**config.mk**
```make
export PLATFORM = sky130hd
export DESIGN_NAME = shared_irq_adapter
export DESIGN_NICKNAME = d
export VERILOG_FILES = /design/src/rtl/sirq_pkg.sv /design/src/rtl/sirq_rearm_decode.sv /design/src/rtl/sirq_ctrl.sv /design/src/rtl/sirq_hold_timer.sv /design/src/rtl/shared_irq_adapter.sv
export SDC_FILE = /design/constraint.sdc
export NUM_CORES = 1
export LEC_CHECK = 0
export ABC_AREA = 1
export CAP_MARGIN = 20
export CORE_MARGIN = 3
export CORE_UTILIZATION = 32
export CTS_BUF_LIST = sky130_fd_sc_hd__clkbuf_4
export DETAILED_ROUTE_END_ITERATION = 10
export PLACE_DENSITY_LB_ADDON = 0.15
export SYNTH_ARGS = -nofsm -noshare
export SYNTH_HDL_FRONTEND = slang
export SYNTH_SLANG_ARGS = --single-unit
```
**constraint.sdc**
```tcl
create_clock -name clk -period 3.8 [get_ports clk]
set_input_delay 0.57 -clock clk [delete_from_list [all_inputs] [get_ports clk]]
set_output_delay 0.57 -clock clk [all_outputs]
set_load 0.05 [all_outputs]
```
**src/rtl/sirq_pkg.sv**
```systemverilog
package sirq_pkg;

   localparam int unsigned DEC_BITS = 11;

   function automatic logic level_ok(input logic [3:0] lvl);
      return (lvl >= 4'd3 && lvl <= 4'd7) || (lvl >= 4'd9);
   endfunction

   function automatic logic [DEC_BITS-1:0] rearm_target(input logic [3:0] lvl);
      logic [DEC_BITS-1:0] t;
      t = '0;
      if (lvl >= 4'd3 && lvl <= 4'd7)
         t = 11'h2F0 + {7'd0, lvl};
      else if (lvl == 4'd9)
         t = 11'h2F2;
      else if (lvl >= 4'd10)
         t = 11'h6F2 + {7'd0, lvl - 4'd10};
      return t;
   endfunction

endpackage

```
**src/rtl/sirq_rearm_decode.sv**
```systemverilog
module sirq_rearm_decode
   import sirq_pkg::*;
#(
   parameter int unsigned IO_AW = 16
) (
   input  logic             io_wr_i,
   input  logic [IO_AW-1:0] io_addr_i,
   input  logic [3:0]       level_i,
   output logic             hit_o
);
   localparam logic [IO_AW-1:0] MASK = IO_AW'((64'd1 << DEC_BITS) - 64'd1);

   logic [IO_AW-1:0] want;
   logic             match;

   always_comb begin
      want  = IO_AW'(rearm_target(level_i));
      match = ((io_addr_i & MASK) == want);
      hit_o = io_wr_i && level_ok(level_i) && match;
   end
endmodule

```
**src/rtl/sirq_ctrl.sv**
```systemverilog
module sirq_ctrl #(
   parameter bit SET_OVER_CLEAR = 1'b1
) (
   input  logic       clk,
   input  logic       rst_n,
   input  logic       dev_event_i,
   input  logic       reg_wr_i,
   input  logic [1:0] reg_wdata_i,
   output logic       en_o,
   output logic       pend_o
);
   logic set_req, clr_req;

   always_comb begin
      set_req = dev_event_i && en_o;
      clr_req = reg_wr_i && reg_wdata_i[1];
   end

   always_ff @(posedge clk) begin
      if (!rst_n)
         en_o <= 1'b0;
      else if (reg_wr_i)
         en_o <= reg_wdata_i[0];
   end

   generate
      if (SET_OVER_CLEAR) begin : g_set_wins
         always_ff @(posedge clk) begin
            if (!rst_n)       pend_o <= 1'b0;
            else if (set_req) pend_o <= 1'b1;
            else if (clr_req) pend_o <= 1'b0;
         end
      end else begin : g_clr_wins
         always_ff @(posedge clk) begin
            if (!rst_n)       pend_o <= 1'b0;
            else if (clr_req) pend_o <= 1'b0;
            else if (set_req) pend_o <= 1'b1;
         end
      end
   endgenerate
endmodule

```
**src/rtl/sirq_hold_timer.sv**
```systemverilog
module sirq_hold_timer #(
   parameter int unsigned HOLD_CYC = 4
) (
   input  logic clk,
   input  logic rst_n,
   input  logic start_i,
   output logic active_o
);
   localparam int unsigned CW = $clog2(HOLD_CYC + 1);
   localparam logic [CW-1:0] LOAD = CW'(HOLD_CYC);

   logic [CW-1:0] cnt;

   always_ff @(posedge clk) begin
      if (!rst_n)
         cnt <= '0;
      else if (start_i)
         cnt <= LOAD;
      else if (cnt != '0)
         cnt <= cnt - 1'b1;
   end

   assign active_o = (cnt != '0);
endmodule

```
**src/rtl/shared_irq_adapter.sv**
```systemverilog
module shared_irq_adapter #(
   parameter int unsigned IO_AW          = 16,
   parameter int unsigned HOLD_CYC       = 4,
   parameter bit          SET_OVER_CLEAR = 1'b1
) (
   input  logic             clk,
   input  logic             rst_n,
   input  logic [3:0]       level_i,
   input  logic             dev_event_i,
   input  logic             reg_wr_i,
   input  logic [1:0]       reg_wdata_i,
   input  logic             io_wr_i,
   input  logic [IO_AW-1:0] io_addr_i,
   output logic [2:0]       status_o,
   output logic             irq_n_o,
   output logic             irq_oe_o
);
   generate
      if (IO_AW < 11) begin : g_bad_aw
         $error("shared_irq_adapter: IO_AW must cover the 11 decoded bits");
      end
      if (HOLD_CYC < 1) begin : g_bad_hold
         $error("shared_irq_adapter: HOLD_CYC must be at least 1");
      end
   endgenerate

   logic hit, en, pend, hold, drive;

   sirq_rearm_decode #(.IO_AW(IO_AW)) u_dec (
      .io_wr_i  (io_wr_i),
      .io_addr_i(io_addr_i),
      .level_i  (level_i),
      .hit_o    (hit)
   );

   sirq_ctrl #(.SET_OVER_CLEAR(SET_OVER_CLEAR)) u_ctrl (
      .clk        (clk),
      .rst_n      (rst_n),
      .dev_event_i(dev_event_i),
      .reg_wr_i   (reg_wr_i),
      .reg_wdata_i(reg_wdata_i),
      .en_o       (en),
      .pend_o     (pend)
   );

   sirq_hold_timer #(.HOLD_CYC(HOLD_CYC)) u_hold (
      .clk     (clk),
      .rst_n   (rst_n),
      .start_i (hit),
      .active_o(hold)
   );

   always_comb begin
      drive    = en && pend && !hold;
      irq_oe_o = drive;
      irq_n_o  = !drive;
      status_o = {hold, en, pend};
   end
endmodule

```
After elaboration in Yosys (flattened, before gate mapping)
Cells that the tools add are included.

storage, ports and cells
  register bits = 5
  input bits = 27
  output and inout bits = 5

cells by class
  add/sub/neg operators = 4
  magnitude comparators = 4
  equal/unequal tests = 2
  muxes and demuxes = 7
  bitwise logic cells = 1
  reduce and logical (&&, ||, !) cells = 14

operator list
  cell                                                                                  count
  11-bit 2-to-1 mux                                                                     3
  10-bit by 4-bit adder with 11-bit output (first input constant)                       1
  10-bit by 5-bit adder with 11-bit output (first input constant)                       1
  11-bit == test                                                                        1
  4-bit greater-or-equal comparator (second input constant)                             2
  1-bit logical AND                                                                     7
  3-bit 2-to-1 mux                                                                      2
  4-bit == test (second input constant)                                                 1
  4-bit by 2-bit greater-or-equal comparator with 1-bit output (second input constant)  1
  4-bit by 3-bit <= comparator with 1-bit output (second input constant)                1
  2-bit nonzero test                                                                    2
  4-bit subtractor (second input constant)                                              1
  3-bit nonzero test                                                                    1
  3-bit by 1-bit subtractor with 3-bit output (second input constant)                   1
  1-bit logical NOT                                                                     2
  1-bit 2-to-1 mux                                                                      2
  2-bit OR reduction                                                                    1
  1-bit logical OR                                                                      1
  1-bit inverter                                                                        1

Longest topological paths before layout
Gate-level depths: netlist of the first run.

  depth after elaboration = 8
  mapped depth = 14
  depth with buffers taken out = 14

By module
A second synthesis of the first run with hierarchy kept.

unflattened totals
  cell total of the unflattened synthesis = 119
  area total of the unflattened synthesis = 658.1 sq um

modules (own cells, without submodules)
  module              times used  cells an instance  area an instance (sq um)
  sirq_rearm_decode   1           74                 357.8
  sirq_hold_timer     1           27                 178.9
  sirq_ctrl           1           11                 80.1
  shared_irq_adapter  1           7                  41.3

Worst setup path before layout of the first run
Ideal clock, no wire load.

  path kind = register -> output
  start = reg u_hold.cnt[0]
  end = out irq_oe_o
  data arrival time = 1,655 ps
  path slack = 1,575 ps
  cell stages (with the launch flop) = 6
  buffers on the path = 0
  cells stage by stage = dfxtp_1 -> inv_1 -> ha_1 -> ha_1 -> nand3_1 -> inv_1

on the way
  longest elaborated chain between the ends = 3

ends and longest elaborated chain
  item                    line                      RTL
  from (decl)             sirq_hold_timer.sv:12     logic [CW-1:0] cnt;
  from (signal assigned)  sirq_hold_timer.sv:20     cnt <= cnt - 1'b1;
  3-bit nonzero test      sirq_hold_timer.sv:23     assign active_o = (cnt != '0);
  1-bit logical NOT       shared_irq_adapter.sv:54  drive = en && pend && !hold;
  1-bit logical AND       shared_irq_adapter.sv:54
  to (decl)               shared_irq_adapter.sv:16  output logic irq_oe_o

No other way between the ends.

Worst setup path in the final report of the first run
  start = reg u_hold.cnt[0]
  end = out irq_n_o

on the way
  longest elaborated chain between the ends = 4

ends and longest elaborated chain
  item                line                      RTL
  3-bit nonzero test  sirq_hold_timer.sv:23
  1-bit logical NOT   shared_irq_adapter.sv:54
  1-bit logical AND   shared_irq_adapter.sv:54
  1-bit logical NOT   shared_irq_adapter.sv:56  irq_n_o = !drive;
  to (decl)           shared_irq_adapter.sv:15  output logic irq_n_o,

No other way between the ends.

==> results of run 1 <==
## power by group
part           total (mW)  switching [mW]  leakage, nW  internal (mW)
clock network      0.0667          0.0200       0.0184         0.0467
logic               0.208           0.122        0.481         0.0854
registers          0.0778         0.00881       0.0414         0.0690
total               0.352           0.151        0.540          0.201
## kinds of logic (layout without fill, tap and decap cells)
logic type	after synthesis	count (layout)	share of synthesized area, %
flops	5	5	14.71
simple gates	72	72	49.08
fa+ha+maj	6	6	11.03
xor+xnor	1	1	1.287
buf+inv	30	57	18.20
compound gates	7	7	5.699
## layout make-up
type                       instances  area [sq um]  share of cell area, %
timing repair buffer              26         260.3                  26.50
sequential                         5         100.1                  10.19
tap                               27         33.78                  3.439
multi-input combinational         86         456.7                  46.50
inverter                          27         101.3                  10.32
clock buffer                       4         30.03                  3.057
## Yosys cell counts, drive strengths merged
master	n	share of area (%)
nand3b	2	2.2
nand2	43	26
a21oi	3	2.8
nand3	13	11
buf	3	3.3
inv	27	15
ha	6	11
nor2	12	8.5
dfxtp	5	15
xor2	1	1.3
o21ai	4	2.9
nand4	2	1.8
## worst register-to-register path: stages, from the launching register on
cell and delay [ns]:
dfxtp_1 0.34, inv_1 0.05, ha_1 0.21, ha_1 0.25, o21ai_0 0.26, a21oi_2 0.08
## state kept, by name, summed over array words and instances (netlist names)
| name | cells |
|---|---|
| u_hold.cnt | 3 |
| u_ctrl.en_o | 1 |
| u_ctrl.pend_o | 1 |
## per-layer routing
metal | vias to the layer above | GRT usage [%] | wire [microns] | share of wire [%]
met5 | - | 0 | 0 | 0
met4 | 0 | 2.620 | 0 | 0
met3 | 0 | 4.011 | 137 | 9.0
met2 | 26 | 20.92 | 649 | 43
met1 | 310 | 16.32 | 726 | 48
li1 | 423 | - | - | -
## stage by stage
stage | instances | cell area (sq um)
CTS | 175 | 982.2
floorplan | 121 | 680.7
detailed placement | 171 | 952.2
finish | 175 | 982.2
global placement | 171 | 952.2
global route | 175 | 982.2
## path summary, 6_finish.rpt
kind | from | end | slack [ns] | cells after the start
worst max-delay path | u_hold.cnt[0]$_SDFFE_PP0P_ | irq_n_o | 1.22 | 5
worst min-delay path | u_ctrl.pend_o$_SDFFE_PN0P_ | u_ctrl.pend_o$_SDFFE_PN0P_ | 0.48 | 2
worst max register to register | u_hold.cnt[0]$_SDFFE_PP0P_ | u_hold.cnt[2]$_SDFFE_PN0P_ | 2.50 | 5
worst min register to register | u_ctrl.pend_o$_SDFFE_PN0P_ | u_ctrl.pend_o$_SDFFE_PN0P_ | 0.48 | 2
==> results.md, run 1 <==
* Syn avg cell area at 5.625 sq um
* Area Overhead vs Synth at 44.30%
* CTS Sinks at 5
* Commonest cells after routing, fill and taps aside: 40 x nand2_1, 26 x clkdlybuf4s50_1, 23 x inv_1
* Cell variety after synth at 19
* First-pass GRT wire length at 2677 microns
* Crit end category: output pin
* Critical path arrival at roughly 2 ns
* RSZ-0062 raised after global routing: false
* Syn Std Cell Area at 680.7 sq um
* Slew Limit Fails at 0
* Pin count of the biggest net entering global routing at 7
* Drt total wl at 1514 microns
* Slowest stage delay, CP at between 0.8 and 0.9 ns
* Worst skew pair latency at approximately 0.23 ns
* Fin util at 49.56%
* Share of post-route cells with drive strength above 1 at between 10% and 20%
* F_max at 386.9 MHz
* Fin. Hold Viols at 0
* Critical path class: reg -> out
* Slew headroom at 66.37%
* Seq/Total Area, Yosys at 14.71%
* Initial antenna violation count at 0
* Die area at 0.002716 sq mm
* Status: complete, no violations
* Total track usage at 12.80%
* # fillers at around 210
* Die extent in x at 52.12 microns
* Vias in the first global route at 713
* Vias at 759
* YS warnings at 0
* DR pass1 iterations at 4
* Setup slack after placement at 0.9731 ns
* CP dominant cell by count: ha_1
* Clock skew at 0.00009456 ns
* Via density at 4.337
* Cells after Synth at between 100 and 150
* # IOs at 32
* Final ANT Viol Nets at 0
* Cts-stage hold buffer count at 0
* Wire per inst at just under 9 microns
* Post-Syn Nets at about 150
* Cts repair resizes at 0
* 1st-iter DRT viols at 7
* Crit start category: flop
* Register bit total from synthesis at 5
* Final period utilization at 68.02%
* CP delay by family, top: buffers and inverters
* Rows at 16
* Design Power at 0.3524 mW
* Clk slew on worst S/H paths at 0.04 ns
* Nets at 182
* Fin crit period at 2.585 ns
* Least-Margin Pin Slew at approximately 0.50 ns
* IO buf count at 26
* Longest Clk Path Bufs at 2
* CP bufs+invs at 2
* Clock tree root driver cell: clkbuf_4
* Detail Placement HPWL at ~1300 microns
* Commonest non-fill, non-tap cell in the layout: nand2_1
* Setup violators final at 0
* Hold WS at 0.4777 ns
* Static Leak at ~0.54 nW
* Critical path data required time at ~3.2 ns
* Grt total ovfl at 0
* Post-CTS Setup Inserts at 0
* Worst min-delay path category: reg -> reg
* Die height at 52.12 microns
* # Max-Cap Violations at 0
* Critical-path cell list: inv_1 -> ha_1 -> ha_1 -> nand3_1 -> clkdlybuf4s50_1
* Setup WS post-layout at 1.215 ns
* Placer congestion estimate at 0.8207
* Worst VDD drop at 0.2869 mV
* Htree depth at 1
* Setup TNS at 0 ns
* Ant. Diodes at 0
* Num CTS Buffers at 3
* Crit-path max FO at 5
* Initial Util at 34.34%
* Residual DRC count at 0
* TritonCTS clock tree: done
* Pwr Density at 358.8 mW/mm^2
* Core area at 0.001982 sq mm
* Worst path slowest cell: clkdlybuf4s50_1
(Power assumes the default switching activity.)
==> inputs of run 2 (changes only) <==
==> constraint.sdc (replaced) <==
create_clock -name clk -period 2.45 [get_ports clk]
set_input_delay 0.3675 -clock clk [delete_from_list [all_inputs] [get_ports clk]]
set_output_delay 0.3675 -clock clk [all_outputs]
set_load 0.05 [all_outputs]
==> results.md, run 2 (synthesis gave the netlist of run 1 again) <==
* Status: complete, no violations
* TritonCTS clock tree: done
* Crit start category: input pin
* Crit-path max FO at 2
* Die area at ~0.0027 sq mm
* Vias at 766
* Post-CTS Setup Inserts at 0
* Core area at 0.001982 sq mm
* Area Overhead vs Synth at 49.82%
* F_max at roughly 460 MHz
* Critical path arrival at 2.29 ns
* Max FFs per register at 3
* Pwr Density at 542.1 mW/mm^2
* RSZ-0062 raised after global routing: false
* Cts repair resizes at 0
* Placer congestion estimate at 0.8072
* Die extent in x at between 50 and 60 microns
* Share of post-route cells with drive strength above 1 at 16.88%
* Slew Limit Fails at 0
* Setup WS post-layout at approximately 0.3 ns
* Hold WS at 0.4771 ns
* Rows at 16
* 1st-iter DRT viols at 18
* Least-Margin Pin Slew at 0.5027 ns
* DR pass1 iterations at 4
* CP delay by family, top: adder cells
* Fin util at 51.45%
* Initial Util at 34.34%
* Num CTS Buffers at 3
* Pin count of the biggest net entering global routing at 6
* Worst path slowest cell: clkdlybuf4s50_1
* Biggest regs: u_hold.cnt: 3 flops, u_ctrl.en_o: 1 flops, u_ctrl.pend_o: 1 flops
* Grt total ovfl at 0
* Wire per inst at 8.685 microns
* # Max-Cap Violations at 0
* Fin. Hold Viols at 0
* Worst VDD drop at roughly 0.68 mV
* Final ANT Viol Nets at 0
* Drt total wl at 1572 microns
* IO buf count at 26
* Detail Placement HPWL at around 1300 microns
* Crit end category: flop
* Commonest non-fill, non-tap cell in the layout: nand2_1
* Share of power burned in registers at a little over a fifth
* Clk slew on worst S/H paths at 0.05 ns
* Commonest cells after routing, fill and taps aside: 40 x nand2_1, 23 x inv_1, 23 x clkdlybuf4s50_1
* Initial antenna violation count at 0
* Design Power at around 0.55 mW
* Fin crit period at 2.155 ns
* Htree depth at 1
* Slowest stage delay, CP at 0.49 ns
* Critical path data required time at around 2.6 ns
* Critical-path cell list: clkdlybuf4s50_1 -> inv_2 -> ha_1 -> ha_1 -> inv_1 -> ha_1 -> nand2_1 -> nand2_1 -> nand4_1 -> nor2_1 -> nand3_2 -> nand2_1 -> nor2_1
* Die height at between 50 and 60 microns
* Clock tree root driver cell: clkbuf_4
* Logic pwr share at 58.6%
* Total track usage at 12.92%
* Vias in the first global route at 717
* Longest Clk Path Bufs at 2
* Setup slack after placement at 0.01400 ns
* Critical path class: in -> reg
* Worst skew pair latency at 0.25 ns
* Nets at 188
* Residual DRC count at 0
* Worst min-delay path category: reg -> reg
* Setup violators final at 0
* # IOs at 32
* Internal power at 0.3133 mW
* Clock skew at approximately 0.00012 ns
* Via density at 4.232
* Setup TNS at 0 ns
* Ant. Diodes at 0
* Sw frac at 43.32%
* Cts-stage hold buffer count at 0
* Slew headroom at 66.38%
* First-pass GRT wire length at 2732 microns
* Final period utilization at a little under 90%
* Reg with most FFs: u_hold.cnt
* Clock power frac at approximately 20%
* Static Leak at between 0.5 and 0.6 nW
* NetSw at 0.2395 mW
* CTS Sinks at 5
* CP bufs+invs at 3
[run 2: cell count changes in the layout (fill, tap and decap cells not counted), sizes merged]
cell and change:
clkdlybuf4s50 -3, buf +9
[run 2: final cells by class]
class,count,area (sq um)
Timing Repair Buffer,32,297.8
Clock buffer,4,30.03
Fill cell,208,962.2
Inverter,27,101.3
Multi-Input combinational cell,86,456.7
Tap cell,27,33.78
Sequential cell,5,100.1
[run 2: worst reg2reg max path: stages (launching register included)]
cell     delay, ns
dfxtp_1       0.33
inv_1         0.05
ha_1          0.21
ha_1          0.24
o21ai_0       0.26
a21oi_2       0.08
[run 2: worst paths after layout]
path	startpoint	to	slack [ns]	depth (start not counted)
worst max-delay path	level_i[1]	u_hold.cnt[1]$_SDFFE_PP0P_	0.29	13
worst max register to register	u_hold.cnt[0]$_SDFFE_PP0P_	u_hold.cnt[2]$_SDFFE_PN0P_	1.16	5
worst min register to register	u_ctrl.pend_o$_SDFFE_PN0P_	u_ctrl.pend_o$_SDFFE_PN0P_	0.48	2
worst min-delay path	u_ctrl.pend_o$_SDFFE_PN0P_	u_ctrl.pend_o$_SDFFE_PN0P_	0.48	2
[run 2: per-layer routing]
layer	global-route usage, %	vias up	routed length, microns
met2	19.87	26	629
met1	17.35	308	801
li1	-	430	-
met4	2.620	0	13
met3	4.298	2	128
met5	0	-	0
[run 2: metrics by stage]
stage	instances	instance area [sq um]
after floorplan	121	680.7
after global placement	177	989.7
after detailed placement	177	989.7
after CTS	181	1020
after global routing	181	1020
final	181	1020
[run 2: power groups by stage]
stage	registers, mW	clock network (mW)	logic [mW]
5_1_grt	0.123	0.120	0.373
6_report	0.119	0.109	0.324
3_5_place_dp	0.121	0	0.324
3_3_place_gp	0.121	0	0.317
2_1_floorplan	0.119	0	0.242
4_1_cts	0.119	0.116	0.326
